$ cat src/rtl/ir_tx_pkg.sv
package ir_tx_pkg;
  localparam int unsigned LEN_W_DEF = 8;
  typedef enum logic {MODE_TX = 1'b0, MODE_RX = 1'b1} ir_mode_e;
endpackage

$ cat src/rtl/ir_len_counter.sv
module ir_len_counter #(
  parameter int unsigned W = 8
) (
  input  logic         clk,
  input  logic         rst_n,
  input  logic         clr_i,
  input  logic         ld_i,
  input  logic [W-1:0] ld_val_i,
  input  logic         tick_i,
  output logic [W-1:0] cnt_o,
  output logic         uf_o
);
  localparam logic [W-1:0] ZERO = '0;
  localparam logic [W-1:0] ONE  = W'(1);

  logic [W-1:0] cnt_q;

  // underflow event: zero-length load, or last tick of a running count
  always_comb begin
    if (clr_i)     uf_o = 1'b0;
    else if (ld_i) uf_o = (ld_val_i == ZERO);
    else           uf_o = tick_i && (cnt_q == ONE);
  end

  always_ff @(posedge clk or negedge rst_n) begin
    if (!rst_n)                        cnt_q <= ZERO;
    else if (clr_i)                    cnt_q <= ZERO;
    else if (ld_i)                     cnt_q <= ld_val_i;
    else if (tick_i && cnt_q != ZERO)  cnt_q <= cnt_q - ONE;
  end

  assign cnt_o = cnt_q;

  p_load_r8: assert property (@(posedge clk) disable iff (!rst_n)
    (ld_i && !clr_i) |=> cnt_q == $past(ld_val_i));
  p_dec_r4: assert property (@(posedge clk) disable iff (!rst_n)
    (!clr_i && !ld_i && tick_i && cnt_q != ZERO) |=> cnt_q == $past(cnt_q) - ONE);
  p_still_r4: assert property (@(posedge clk) disable iff (!rst_n)
    (!clr_i && !ld_i && !tick_i) |=> $stable(cnt_q));
  p_hold_zero_r5: assert property (@(posedge clk) disable iff (!rst_n)
    (!ld_i && cnt_q == ZERO) |=> cnt_q == ZERO);
  p_clear_r9: assert property (@(posedge clk) disable iff (!rst_n)
    clr_i |=> cnt_q == ZERO);
endmodule

$ cat src/rtl/ir_cause_flag.sv
module ir_cause_flag (
  input  logic clk,
  input  logic rst_n,
  input  logic set_i,
  input  logic clr_i,
  output logic flag_o
);
  logic flag_q;

  always_ff @(posedge clk or negedge rst_n) begin
    if (!rst_n)     flag_q <= 1'b0;
    else if (set_i) flag_q <= 1'b1;
    else if (clr_i) flag_q <= 1'b0;
  end

  assign flag_o = flag_q;

  p_set_wins_r7: assert property (@(posedge clk) disable iff (!rst_n)
    set_i |=> flag_q);
  p_clear_r7: assert property (@(posedge clk) disable iff (!rst_n)
    (clr_i && !set_i) |=> !flag_q);
  p_sticky_r6: assert property (@(posedge clk) disable iff (!rst_n)
    (!set_i && !clr_i) |=> $stable(flag_q));
endmodule

$ cat src/rtl/ir_carrier_gate.sv
module ir_carrier_gate (
  input  logic clk,
  input  logic rst_n,
  input  logic act_i,
  input  logic lvl_wr_i,
  input  logic lvl_i,
  input  logic carrier_i,
  output logic tx_o
);
  logic level_q;
  logic tx_q;

  always_ff @(posedge clk or negedge rst_n) begin
    if (!rst_n)        level_q <= 1'b0;
    else if (!act_i)   level_q <= 1'b0;
    else if (lvl_wr_i) level_q <= lvl_i;
  end

  always_ff @(posedge clk or negedge rst_n) begin
    if (!rst_n) tx_q <= 1'b0;
    else        tx_q <= act_i & level_q & carrier_i;
  end

  assign tx_o = tx_q;

  p_low_level_r3: assert property (@(posedge clk) disable iff (!rst_n)
    !level_q |=> !tx_q);
  p_off_r9: assert property (@(posedge clk) disable iff (!rst_n)
    !act_i |=> !tx_q);
  p_follow_r2: assert property (@(posedge clk) disable iff (!rst_n)
    (act_i && level_q) |=> tx_q == $past(carrier_i));
endmodule

$ cat src/rtl/ir_pulse_tx.sv
module ir_pulse_tx
  import ir_tx_pkg::*;
#(
  parameter int unsigned LEN_W = LEN_W_DEF
) (
  input  logic             clk,
  input  logic             rst_n,
  input  logic             en_i,
  input  logic             mode_i,
  input  logic             carrier_i,
  input  logic             len_tick_i,
  input  logic             lvl_wr_i,
  input  logic             lvl_i,
  input  logic             len_wr_i,
  input  logic [LEN_W-1:0] len_i,
  input  logic             irq_en_i,
  input  logic             cause_clr_i,
  output logic             tx_o,
  output logic             irq_o,
  output logic             cause_o,
  output logic [LEN_W-1:0] count_o
);
  logic active;
  logic uf;

  assign active = en_i && (ir_mode_e'(mode_i) == MODE_TX);

  ir_len_counter #(.W(LEN_W)) u_cnt (
    .clk      (clk),
    .rst_n    (rst_n),
    .clr_i    (!active),
    .ld_i     (len_wr_i && active),
    .ld_val_i (len_i),
    .tick_i   (len_tick_i),
    .cnt_o    (count_o),
    .uf_o     (uf)
  );

  ir_cause_flag u_flag (
    .clk    (clk),
    .rst_n  (rst_n),
    .set_i  (uf),
    .clr_i  (cause_clr_i),
    .flag_o (cause_o)
  );

  ir_carrier_gate u_gate (
    .clk       (clk),
    .rst_n     (rst_n),
    .act_i     (active),
    .lvl_wr_i  (lvl_wr_i),
    .lvl_i     (lvl_i),
    .carrier_i (carrier_i),
    .tx_o      (tx_o)
  );

  assign irq_o = cause_o & irq_en_i;

  p_zero_len_r10: assert property (@(posedge clk) disable iff (!rst_n)
    (active && len_wr_i && len_i == '0) |=> (cause_o && count_o == '0));
  p_keep_cause_r9: assert property (@(posedge clk) disable iff (!rst_n)
    (!active && !cause_clr_i) |=> $stable(cause_o));
endmodule

$ cat config.mk
export PLATFORM = sky130hd
export DESIGN_NAME = ir_pulse_tx
export DESIGN_NICKNAME = d
export VERILOG_FILES = /design/src/rtl/ir_tx_pkg.sv /design/src/rtl/ir_len_counter.sv /design/src/rtl/ir_cause_flag.sv /design/src/rtl/ir_carrier_gate.sv /design/src/rtl/ir_pulse_tx.sv
export SDC_FILE = /design/constraint.sdc
export NUM_CORES = 1
export LEC_CHECK = 0
export BUFFER_PORTS_ARGS = -buffer_cell sky130_fd_sc_hd__buf_4
export CAP_MARGIN = 25
export CORE_MARGIN = 2
export CORE_UTILIZATION = 45
export CTS_CLUSTER_DIAMETER = 150
export CTS_CLUSTER_SIZE = 12
export DETAILED_ROUTE_END_ITERATION = 8
export HOLD_SLACK_MARGIN = 0.03
export PLACE_DENSITY = 0.76
export SETUP_SLACK_MARGIN = 0.4
export SKIP_LAST_GASP = 1
export SYNTH_ARGS = -nofsm -noshare
export SYNTH_HDL_FRONTEND = slang
export SYNTH_SLANG_ARGS = --single-unit
export TNS_END_PERCENT = 30
$ cat constraint.sdc
create_clock -name clk -period 2.1 [get_ports clk]
set_clock_uncertainty 0.05 [all_clocks]
set_input_delay 0.105 -clock clk [delete_from_list [all_inputs] [get_ports clk]]
set_output_delay 0.105 -clock clk [all_outputs]
set_load 0.02 [all_outputs]
## After elaboration in Yosys (flattened, before gate mapping)

Cells that the tools add are included.

| word-level totals | value |
|---|---|
| register bits | 11 |
| logic and storage cells | 28 |

| cells by class | value |
|---|---|
| add/subtract/negate cells | 1 |
| equal/unequal tests | 3 |
| multiplexer cells | 9 |
| bitwise logic cells | 4 |
| reductions and logical operators | 7 |

Operators by type and width:

| cell | count |
|---|---|
| 8-bit 2-to-1 mux | 3 |
| 8-bit by 1-bit equality test with 1-bit output, second input constant | 1 |
| 8-bit logical NOT | 1 |
| 8-bit nonzero test | 1 |
| 8-bit by 1-bit subtractor with 8-bit output, second input constant | 1 |
| 1-bit 2-to-1 mux | 6 |
| 1-bit logical AND | 4 |
| 1-bit AND | 3 |
| 3-bit by 1-bit != test with 1-bit output, second input constant | 1 |
| 2-bit != test, second input constant | 1 |
| 2-bit nonzero test | 1 |
| 1-bit inverter | 1 |

## Depth between registers and ports, before layout

Gate-level depths: netlist (run 1).

| logic depth | value |
|---|---|
| depth after elaboration | 6 |
| mapped depth | 5 |
| depth with buffers taken out | 5 |

## Hierarchy

Synthesis (run 1) repeated with hierarchy kept, for this count alone.

| second synthesis, totals | value |
|---|---|
| cell total of the unflattened synthesis | 79 |
| area total of the unflattened synthesis | 759.5 µm² |

Modules (own cells, without submodules):

| module | instances | cells an instance | area an instance (µm²) |
|---|---|---|---|
| ir_len_counter | 1 | 67 | 619.3 |
| ir_carrier_gate | 1 | 5 | 72.6 |
| ir_cause_flag | 1 | 3 | 36.3 |
| ir_pulse_tx | 1 | 4 | 31.3 |

## Worst setup path before layout (run 1)

OpenSTA, ideal clock, no wires.

| timing path | value |
|---|---|
| path type | register to register |
| from | register u_cnt.cnt_q[4] (netlist: u_cnt.cnt_o[4]) |
| to | register u_cnt.cnt_q[5] (netlist: u_cnt.cnt_o[5]) |
| arrival | 1.512 ns |
| required time | 1.924 ns |
| setup slack | 0.412 ns |
| cell stages (with the launch flop) | 5 |
| buffers on the path | 0 |
| cell sequence | dfrtp_1 nor4_4 a31oi_4 and4_4 o311a_1 |

| on the way | value |
|---|---|
| word-level cells in the longest chain between the ends | 4 |
| elaborated cells between the ends (all ways) | 7 |

RTL lines:

| what | line | text |
|---|---|---|
| from (decl) | ir_len_counter.sv:16 | `logic [W-1:0] cnt_q;` |
| from (signal assigned) | ir_len_counter.sv:28 | `else if (ld_i) cnt_q <= ld_val_i;` |
| from (signal assigned) | ir_len_counter.sv:29 | `else if (tick_i && cnt_q != ZERO) cnt_q <= cnt_q - ONE;` |
| 8-bit by 1-bit subtractor with 8-bit output | ir_len_counter.sv:29 |  |
| 8-bit 2-to-1 mux | ir_len_counter.sv:29 |  |
| 8-bit 2-to-1 mux | ir_len_counter.sv:28 |  |
| 8-bit 2-to-1 mux | ir_len_counter.sv:27 | `else if (clr_i) cnt_q <= ZERO;` |

Several ways; a longest one is shown, not always the timed one. The select of a mux whose other input is x is not followed.
A chain may end at the register's enable or synchronous reset.

## Worst setup path after layout (run 1)

Same ends and word-level chain as after synthesis.

==> results of run 1 <==
==> cells by family after synthesis <==
kind of cell | Yosys count | synth area share
fa+ha+maj | 2 | 0.03539
buf+inv | 8 | 0.04248
mux | 3 | 0.04955
flops | 11 | 0.3894
xor+xnor | 2 | 0.02478
compound gates | 19 | 0.1876
simple gates | 31 | 0.2708
==> worst max-delay path by stage <==
stage | startpoint | endpoint | cells past startpoint
floorplan | u_cnt.cnt_o[4]$_DFFE_PN0P_ | u_cnt.cnt_o[5]$_DFFE_PN0P_ | 4
CTS | u_cnt.cnt_o[1]$_DFFE_PN0P_ | u_cnt.cnt_o[6]$_DFFE_PN0P_ | 5
detailed placement | u_cnt.cnt_o[4]$_DFFE_PN0P_ | u_cnt.cnt_o[5]$_DFFE_PN0P_ | 4
global placement | u_cnt.cnt_o[4]$_DFFE_PN0P_ | u_cnt.cnt_o[5]$_DFFE_PN0P_ | 4
finish | u_cnt.cnt_o[4]$_DFFE_PN0P_ | u_cnt.cnt_o[5]$_DFFE_PN0P_ | 4
global route | u_cnt.cnt_o[4]$_DFFE_PN0P_ | u_cnt.cnt_o[5]$_DFFE_PN0P_ | 4
==> sequential cells by signal, indices dropped and copies added, names as in the netlist <==
name	flops
u_gate.level_q	1
u_cnt.cnt_o	8
u_flag.flag_o	1
u_gate.tx_o	1
==> power breakdown <==
| part | leakage, nW | switching, mW | internal, mW | total, mW |
|---|---|---|---|---|
| combinational | 0.336 | 0.0846 | 0.0900 | 0.175 |
| clock | 0.0150 | 0.0768 | 0.0736 | 0.150 |
| sequential | 0.147 | 0.0136 | 0.220 | 0.234 |
| total | 0.498 | 0.175 | 0.384 | 0.559 |
==> metrics by stage <==
step,hold WS [ns],cell area (µm²),std cells,util
2_1_floorplan,-0.2406,706.9,76,-
4_1_cts,0.04194,1006,128,0.6756
5_1_grt,0.06622,1050,132,0.7050
6_report,0.04248,1050,132,0.7050
3_5_place_dp,-0.1007,940.9,120,0.6319
3_3_place_gp,-0.1031,940.9,120,0.6319
==> layout make-up <==
class / count / area [µm²]
Clock buffer: 4 / 26.28
Sequential cell: 11 / 277.8
Inverter: 7 / 26.28
Timing Repair Buffer: 37 / 285.3
Tap cell: 16 / 20.02
Multi-Input combinational cell: 57 / 414.1
Fill cell: 120 / 439.2
==> worst max-delay path, delay by kind of cell, from the launching register on <==
| kind | cells | cell delay [ns] |
|---|---|---|
| and+or+nand+nor | 2 | 0.58 |
| AOI/OAI and AO/OA | 2 | 0.48 |
| DFF | 1 | 0.45 |
==> cells in the mapped netlist <==
library cell and count:
nand2_1 2, nor2_4 1, nor2_1 6, nand3_1 4
ha_1 2, xnor2_1 2, inv_1 7, mux2_4 1
a211oi_1 2, or3_1 1, a211o_2 1, a21oi_1 7
or3b_2 1, a31oi_4 1, nand4_1 3, dfrtp_1 11
o221ai_1 1, nand2b_1 1, nor4_1 1, o21ai_0 4
clkbuf_1 1, and3_1 1, mux2i_1 2, nor2b_1 1
nor3_1 5, and2_1 1, or2b_1 1, and4_4 1
a31oi_1 2, o311a_1 1, nor4_4 1
==> what timing repair did <==
item / in CTS / in global routing
pin swaps: 1 / 3
hold endpoints to repair: 13 / 0
resized for setup: 1 / 4
buffers inserted: 1 / 4
setup endpoints to repair: 2 / 2
hold buffers: 3 / 0
==> routing by layer <==
| layer | global-route usage | share of wire |
|---|---|---|
| met5 | 0 | 0 |
| met3 | 0.05000 | 0.066 |
| met2 | 0.3912 | 0.51 |
| met1 | 0.2730 | 0.40 |
| met4 | 0.07879 | 0.022 |
==> results.ini, run 1 <==
[placement]
io_buffers=29
dp_slack_ns=0.3592
dpl.hpwl_um=1458
routabilityCongestion=0.8855

[worst_hold_path]
min_path_type=input port to register
holdPathEnd=u_gate.level_q$_DFFE_PN0P_
min_from=lvl_i
min_delay_path_depth=3

[worst_setup_path]
rrSetupSlack_ns=0.43
r2r_end=u_cnt.cnt_o[5]$_DFFE_PN0P_
cp-start-kind=register
cpPeakStageDelay_ns=0.45
worstPathArrival_ns=1.77
crit_path_max_fanout=5
r2r-start=u_cnt.cnt_o[4]$_DFFE_PN0P_
cpMaxStageDelayCell=dfrtp_2
end_kind=register
rr_worst_depth=4
critPathKind=register to register
crit_required_ns=2.21
path_cells=nor4_4 -> a31oi_4 -> and4_4 -> o311a_1

[sta]
hold_viol_final=0
fin_tns_setup_ns=0
final-setup-viol-count=0
fin_crit_ns=1.667
slew_headroom=0.6968
final.period_utilization=0.7939
worst_pin_slew_ns=0.4538
rsz0062_at_grt=yes
fmax_ghz=0.5998
fin_ws_ns=0.4327
slew_violations=0

[yosys]
yosysWarnings=0
synth_top_area_cell=dfrtp_1
synth_cell_types=31
synthTopCellsByArea=dfrtp_1 39%, a21oi_1 5.0%, inv_1 3.7%
synth_nets=97
synth.avg_cell_area_um2=9.302
seq_area_frac_synth=0.3894
netlist_instances=76
yosysTopAreaCellShare=0.3894
postSynthRegisterBits=11
syn-cell-area_um2=706.9

[grt]
globalRoute.totalOverflow=0
grt_util_all_layers=0.2257
antenna_found_initial=0
grt_pass1_wl_um=3132
grt_pass1_vias=721
grt_max_degree=13

[run]
drv_cap=0

[clock_network]
clockBufferDepth=2
clk_pin_slew_ns=0.07
clock_sinks=11
clkLatencyLatePin_ns=0.27
cts_tree=built
cts_buffers=3
htreeDepth=1
root_buffer=clkbuf_4

[floorplanning]
die_h_um=43.64
io_pins=30
start_util=0.4748
die-area_um2=1904
num_rows=14
coreArea_um2=1489
die_w_um=43.64

[detailed_routing]
dr.pass1.iters=4
ant_nets=0
remaining_drc_errors=0
via_per_inst=5.765
drt_iter0_drc=15
dr_total_vias=761
wl_per_cell_um=15.61
wl_um=2060

[pwr]
power_mw=0.5590
p_per_area_nw_per_um2=532.5
ir_worst_vdd_mv=0.4008
cellLeakagePower_nw=0.4978

[finish]
layout_commonest_cell=buf_4
syn2layout_area_growth_pct=48.50
nets=138
layout_common_cells=34 x buf_4, 9 x dfrtp_1, 7 x a21oi_1
antennaDiodeCount=0
drive_above_1_share=0.4138

[run_status]
status=finished clean

(Power assumes the default switching activity.)
==> inputs of run 2 (changes only) <==
==> constraint.sdc (replaced) <==
create_clock -name clk -period 1.63 [get_ports clk]
set_clock_uncertainty 0.05 [all_clocks]
set_input_delay 0.0815 -clock clk [delete_from_list [all_inputs] [get_ports clk]]
set_output_delay 0.0815 -clock clk [all_outputs]
set_load 0.02 [all_outputs]
==> run 2 against run 1 <==
Effect of this change: worst setup slack worse by 0.37 ns; via count is 1.8% higher; worst hold slack better by 0.0021 ns; wire length is 0.34% lower; sequential power is 28% higher; largest cell class unchanged; highest routed layer unchanged.
==> results.ini, run 2 (synthesized netlist as in run 1, its figures left out) <==
[placement]
io_buffers=29  ; unchanged
dpl.hpwl_um=1447  ; was 1458 µm
dp.cells=122  ; was 120
placed_cell_area_um2=973.4  ; was 940.9 µm²
routabilityCongestion=0.7775  ; was 0.8855

[floorplanning]
start_util=0.4748  ; unchanged
coreArea_um2=1489  ; unchanged
die_h_um=43.64  ; unchanged
io_pins=30  ; unchanged
num_rows=14  ; unchanged
die-area_um2=1904  ; unchanged
die_w_um=43.64  ; unchanged

[finish]
syn2layout_area_growth_pct=56.46  ; was 48.50%
layout_commonest_cell=buf_4  ; unchanged
fin_util=0.7429  ; was 0.7050
drive_above_1_share=0.4590  ; was 0.4138
largest_register_ffs=8  ; unchanged
postLayoutCellArea_um2=1106  ; was 1050 µm²
antennaDiodeCount=0  ; unchanged
layout_common_cells=38 x buf_4, 7 x dfrtp_1, 6 x nor2_1, 6 x a21oi_1  ; was 34 x buf_4, 9 x dfrtp_1, 7 x a21oi_1
nets=144  ; was 138
finalNonFillerCells=138  ; was 132
n_fill_cell=116  ; was 120

[worst_setup_path]
critPathKind=register to register  ; unchanged
cp-start-kind=register  ; unchanged
end_kind=register  ; unchanged
crit_path_max_fanout=3  ; was 5
worstPathArrival_ns=1.72  ; was 1.77 ns
crit_required_ns=1.78  ; was 2.21 ns

[pwr]
combinationalPowerShare=0.328  ; was 0.312
clkPwrFrac=0.265  ; was 0.269
share_seq_of_total_power=0.407  ; was 0.419
p_sw_mw=0.2290  ; was 0.1750 mW
switching_share=0.3115  ; was 0.3131
cellLeakagePower_nw=0.5226  ; was 0.4978 nW
p_per_area_nw_per_um2=664.6  ; was 532.5 nW/µm²
internal-power_mw=0.5061  ; was 0.3840 mW
power_mw=0.7351  ; was 0.5590 mW
ir_worst_vdd_mv=0.7058  ; was 0.4008 mV

[detailed_routing]
remaining_drc_errors=0  ; unchanged
wl_um=2053  ; was 2060 µm
dr.pass1.iters=4  ; unchanged
via_per_inst=5.616  ; was 5.765
wl_per_cell_um=14.88  ; was 15.61 µm
drt_iter0_drc=25  ; was 15
ant_nets=0  ; unchanged
dr_total_vias=775  ; was 761

[grt]
use_met3=0.07917  ; was 0.05000
grt_pass1_wl_um=3394  ; was 3132 µm
globalRoute.totalOverflow=0  ; unchanged
grt_max_degree=13  ; unchanged
grt_pass1_vias=713  ; was 721
grt_util_all_layers=0.2440  ; was 0.2257
grt.met2_usage=0.3824  ; was 0.3912
antenna_found_initial=0  ; unchanged
grt_busiest_layer=met2  ; unchanged
met1_usage=0.3316  ; was 0.2730

[clock_network]
clk_pin_slew_ns=0.08  ; was 0.07 ns
root_buffer=clkbuf_4  ; unchanged
clock_sinks=11  ; unchanged
cts_tree=built  ; unchanged
cts_buffers=3  ; unchanged
htreeDepth=1  ; unchanged
clkLatencyLatePin_ns=0.28  ; was 0.27 ns
clockBufferDepth=2  ; unchanged

[sta]
fmax_ghz=0.6372  ; was 0.5998 GHz
fin_crit_ns=1.569  ; was 1.667 ns
slew_headroom=0.6537  ; was 0.6968
worst_pin_slew_ns=0.5184  ; was 0.4538 ns
rsz0062_at_grt=yes  ; unchanged
slew_violations=0  ; unchanged
final-setup-viol-count=0  ; unchanged
final.period_utilization=0.9628  ; was 0.7939
hold_viol_final=0  ; unchanged

[worst_hold_path]
min_path_type=input port to register  ; unchanged

[run]
drv_cap=0  ; unchanged

[run_status]
status=finished clean  ; unchanged

==> run 2: layout make-up <==
type,instances,area (µm²),share of cell area
Inverter,7,26.28,0.02376
Multi-Input combinational cell,57,417.9,0.3778
Tap cell,16,20.02,0.01810
Timing Repair Buffer,43,335.3,0.3032
Sequential cell,11,280.3,0.2534
Clock buffer,4,26.28,0.02376
==> run 2: worst paths after layout <==
kind                                       startpoint  slack, ns                    endpoint  depth (start not counted)
max in group asynchronous                       rst_n       1.23  u_cnt.cnt_o[0]$_DFFE_PN0P_                          2
min                                          len_i[4]       0.04  u_cnt.cnt_o[4]$_DFFE_PN0P_                          3
max                        u_cnt.cnt_o[1]$_DFFE_PN0P_       0.06  u_cnt.cnt_o[6]$_DFFE_PN0P_                          5
max reg2reg                u_cnt.cnt_o[1]$_DFFE_PN0P_       0.06  u_cnt.cnt_o[6]$_DFFE_PN0P_                          5
min reg2reg                u_gate.level_q$_DFFE_PN0P_       0.49  u_gate.level_q$_DFFE_PN0P_                          2
min in group asynchronous                       rst_n       0.11  u_cnt.cnt_o[4]$_DFFE_PN0P_                          2
==> run 2: timing repair <==
action	CTS	global route
cloned	0	0
gates resized for setup	0	1
setup buffers	6	1
hold buffers	5	0
hold endpoints to repair	14	0
endpoints found under the setup margin	9	10
pin swaps	4	2
==> run 2: power by group through the flow <==
stage | logic, mW | registers [mW] | clock network, mW
after floorplan | 0.104 | 0.319 | 0
after global placement | 0.202 | 0.307 | 0
after detailed placement | 0.207 | 0.307 | 0
after CTS | 0.234 | 0.299 | 0.199
after global routing | 0.263 | 0.301 | 0.208
final | 0.241 | 0.299 | 0.195
==> run 2: metal layers <==
| layer | share of wire | wire length (µm) | vias to the layer above |
|---|---|---|---|
| met5 | 0 | 0 | - |
| met4 | 0.0049 | 10 | 0 |
| met3 | 0.079 | 162 | 2 |
| met2 | 0.50 | 1035 | 42 |
| met1 | 0.41 | 845 | 354 |
| li1 | - | - | 377 |
==> run 2: worst max-delay path, cell delays in order (launching register included) <==
cell and delay (ns):
dfrtp_2 0.42, inv_2 0.09, ha_4 0.16, nand4_1 0.11
or3b_2 0.49, a31oi_1 0.17
==> run 2: through the flow <==
step | TNS [ns] | worst slack [ns] | hold WS, ns
after global placement | 0 | 0.06507 | -0.1250
after global routing | -0.03729 | -0.03498 | 0.06261
after floorplan | -0.002195 | -0.002195 | -0.2641
after detailed placement | 0 | 0.01881 | -0.1248
after CTS | 0 | 0.06078 | 0.04124
final | 0 | 0.06062 | 0.04455
==> inputs of run 3 (changes only) <==
==> constraint.sdc (replaced) <==
create_clock -name clk -period 1.63 [get_ports clk]
set_clock_uncertainty 0.05 [all_clocks]
set_input_delay 0.326 -clock clk [delete_from_list [all_inputs] [get_ports clk]]
set_output_delay 0.326 -clock clk [all_outputs]
set_load 0.02 [all_outputs]
==> run 3 against run 2 <==
Effect of this change: cell count shrank 2.2%; die area is the same; fmax shrank 0.85%; sequential power is essentially flat; final area shrank 2.0%; first-iteration DRC count grew 44%; global-route usage shrank 1.5 points; clock power shrank 3%; register-to-register slack is essentially flat; critical path type unchanged; critical endpoint is now u_cnt.cnt_o[5]$_DFFE_PN0P_; largest cell class unchanged; largest power group unchanged; highest routed layer unchanged.
==> results.ini, run 3 (synthesized netlist as in run 1, its figures left out) <==
[finish]
layout_commonest_cell=buf_4  ; unchanged
layout_common_cells=39 x buf_4, 7 x dfrtp_1, 6 x a21oi_1  ; was 38 x buf_4, 7 x dfrtp_1, 6 x nor2_1, 6 x a21oi_1
drive_above_1_share=0.4958  ; was 0.4590
largest_register_ffs=8  ; unchanged
multi_input_area_um2=427.9  ; was 417.9 µm²
antennaDiodeCount=0  ; unchanged
n_fill_cell=119  ; was 116
syn2layout_area_growth_pct=53.27  ; was 56.46%
postLayoutCellArea_um2=1084  ; was 1106 µm²
seqCellArea_um2=280.3  ; unchanged
nets=141  ; was 144

[grt]
antenna_found_initial=0  ; unchanged
grt_pass1_vias=689  ; was 713
grt_util_all_layers=0.2286  ; was 0.2440
globalRoute.totalOverflow=0  ; unchanged
grt_max_degree=13  ; unchanged
grt_pass1_wl_um=3201  ; was 3394 µm

[floorplanning]
start_util=0.4748  ; unchanged
io_pins=30  ; unchanged
die_h_um=43.64  ; unchanged
coreArea_um2=1489  ; unchanged
die-area_um2=1904  ; unchanged
num_rows=14  ; unchanged
die_w_um=43.64  ; unchanged

[detailed_routing]
dr.pass1.iters=4  ; unchanged
remaining_drc_errors=0  ; unchanged
dr_total_vias=747  ; was 775
ant_nets=0  ; unchanged
wl_per_cell_um=14.68  ; was 14.88 µm
via_per_inst=5.533  ; was 5.616
wl_um=1982  ; was 2053 µm
drt_iter0_drc=36  ; was 25

[sta]
hold-worst-slack_ns=0.2476  ; was 0.04455 ns
hold_viol_final=0  ; unchanged
final.period_utilization=0.9711  ; was 0.9628
final-setup-viol-count=0  ; unchanged
rsz0062_at_grt=yes  ; unchanged
worst_pin_slew_ns=0.3841  ; was 0.5184 ns
fmax_ghz=0.6318  ; was 0.6372 GHz
fin_crit_ns=1.583  ; was 1.569 ns
fin_tns_setup_ns=0  ; unchanged
fin_ws_ns=0.04718  ; was 0.06062 ns
slew_headroom=0.7436  ; was 0.6537
slew_violations=0  ; unchanged

[run_status]
status=finished clean  ; unchanged

[worst_setup_path]
path_buf_inv=0  ; was 1
rrSetupSlack_ns=0.05  ; was 0.06 ns
cpMaxStageDelayCell=dfrtp_2  ; was or3b_2
r2r_end=u_cnt.cnt_o[5]$_DFFE_PN0P_  ; was u_cnt.cnt_o[6]$_DFFE_PN0P_
critPathKind=register to register  ; unchanged
crit_family=simple AND/OR/NAND/NOR gates  ; unchanged
cpPeakStageDelay_ns=0.45  ; was 0.49 ns
rr_worst_depth=4  ; was 5
crit_path_max_fanout=5  ; was 3
r2r-start=u_cnt.cnt_o[6]$_DFFE_PN0P_  ; was u_cnt.cnt_o[1]$_DFFE_PN0P_
path_cells=nor4_4 -> a31oi_4 -> and4_4 -> o311a_1  ; was inv_2 -> ha_4 -> nand4_1 -> or3b_2 -> a31oi_1
crit_cells=4  ; was 5
worstPathArrival_ns=1.69  ; was 1.72 ns
crit_required_ns=1.73  ; was 1.78 ns
end_kind=register  ; unchanged
cp-start-kind=register  ; unchanged

[clock_network]
clock_sinks=11  ; unchanged
clockBufferDepth=2  ; unchanged
clkLatencyLatePin_ns=0.26  ; was 0.28 ns
root_buffer=clkbuf_4  ; unchanged
htreeDepth=1  ; unchanged
cts_buffers=3  ; unchanged
cts_tree=built  ; unchanged
clk_pin_slew_ns=0.07  ; was 0.08 ns

[run]
drv_cap=0  ; unchanged

[placement]
routabilityCongestion=0.7829  ; was 0.7775
dpl.hpwl_um=1413  ; was 1447 µm
io_buffers=29  ; unchanged
dp_slack_ns=0.03145  ; was 0.01881 ns
placed_cell_area_um2=980.9  ; was 973.4 µm²

[pwr]
cellLeakagePower_nw=0.5128  ; was 0.5226 nW
p_per_area_nw_per_um2=674.5  ; was 664.6 nW/µm²
power_mw=0.7309  ; was 0.7351 mW
ir_worst_vdd_mv=0.3935  ; was 0.7058 mV

[worst_hold_path]
min_path_type=input port to register  ; unchanged
holdPathEnd=u_flag.flag_o$_DFFE_PN0P_  ; was u_cnt.cnt_o[4]$_DFFE_PN0P_
min_delay_path_depth=2  ; was 3
min_from=cause_clr_i  ; was len_i[4]

-- run 3: cell count changes in the layout (fill, tap and decap cells not counted), sizes merged --
cell         delta
buf             +1
dlygate4sd3     -4
-- run 3: metrics by stage --
stage	instances	utilization
floorplan	76	-
global placement	123	0.6588
detailed placement	123	0.6588
CTS	135	0.7210
global route	135	0.7277
finish	135	0.7277
-- run 3: layout make-up --
type,count,area share
well taps,16,0.01848
flip-flops and latches,11,0.2587
clock buffers,4,0.02425
multi-input cells,57,0.3949
repair buffers,40,0.2794
inverters,7,0.02425
-- run 3: report_power, final --
group          leakage [nW]  internal [mW]  switching, mW
clock                0.0150         0.0946         0.0949
combinational         0.354          0.126          0.114
sequential            0.144          0.284         0.0161
-- run 3: layer usage --
metal | GRT usage | part of all wire | up-vias
met4 | 0.1152 | 0.018 | 0
li1 | - | - | 364
met5 | 0 | 0 | -
met1 | 0.3193 | 0.44 | 351
met3 | 0.02500 | 0.048 | 4
met2 | 0.3500 | 0.50 | 28
-- run 3: worst max-delay path by stage --
| stage | startpoint | end |
|---|---|---|
| detailed placement | u_cnt.cnt_o[1]$_DFFE_PN0P_ | u_cnt.cnt_o[6]$_DFFE_PN0P_ |
| CTS | u_cnt.cnt_o[7]$_DFFE_PN0P_ | u_cnt.cnt_o[5]$_DFFE_PN0P_ |
| global placement | u_cnt.cnt_o[6]$_DFFE_PN0P_ | u_cnt.cnt_o[5]$_DFFE_PN0P_ |
| global route | u_cnt.cnt_o[6]$_DFFE_PN0P_ | u_cnt.cnt_o[5]$_DFFE_PN0P_ |
| floorplan | u_cnt.cnt_o[6]$_DFFE_PN0P_ | u_cnt.cnt_o[5]$_DFFE_PN0P_ |
| finish | u_cnt.cnt_o[6]$_DFFE_PN0P_ | u_cnt.cnt_o[5]$_DFFE_PN0P_ |
-- run 3: worst reg2reg max path: cells and delay by family (launching register included) --
family,cells,cell delay (ns)
AND/OR/NAND/NOR,2,0.53
flip-flops,1,0.45
AO/OA/AOI/OAI,2,0.45
-- run 3: timing repair --
action                     CTS  global route
pin swaps                    7             3
hold buffers                 1             0
gates resized for setup      1             3
setup endpoints to repair   18            19
hold endpoints to repair    11             0
setup buffers                7             0
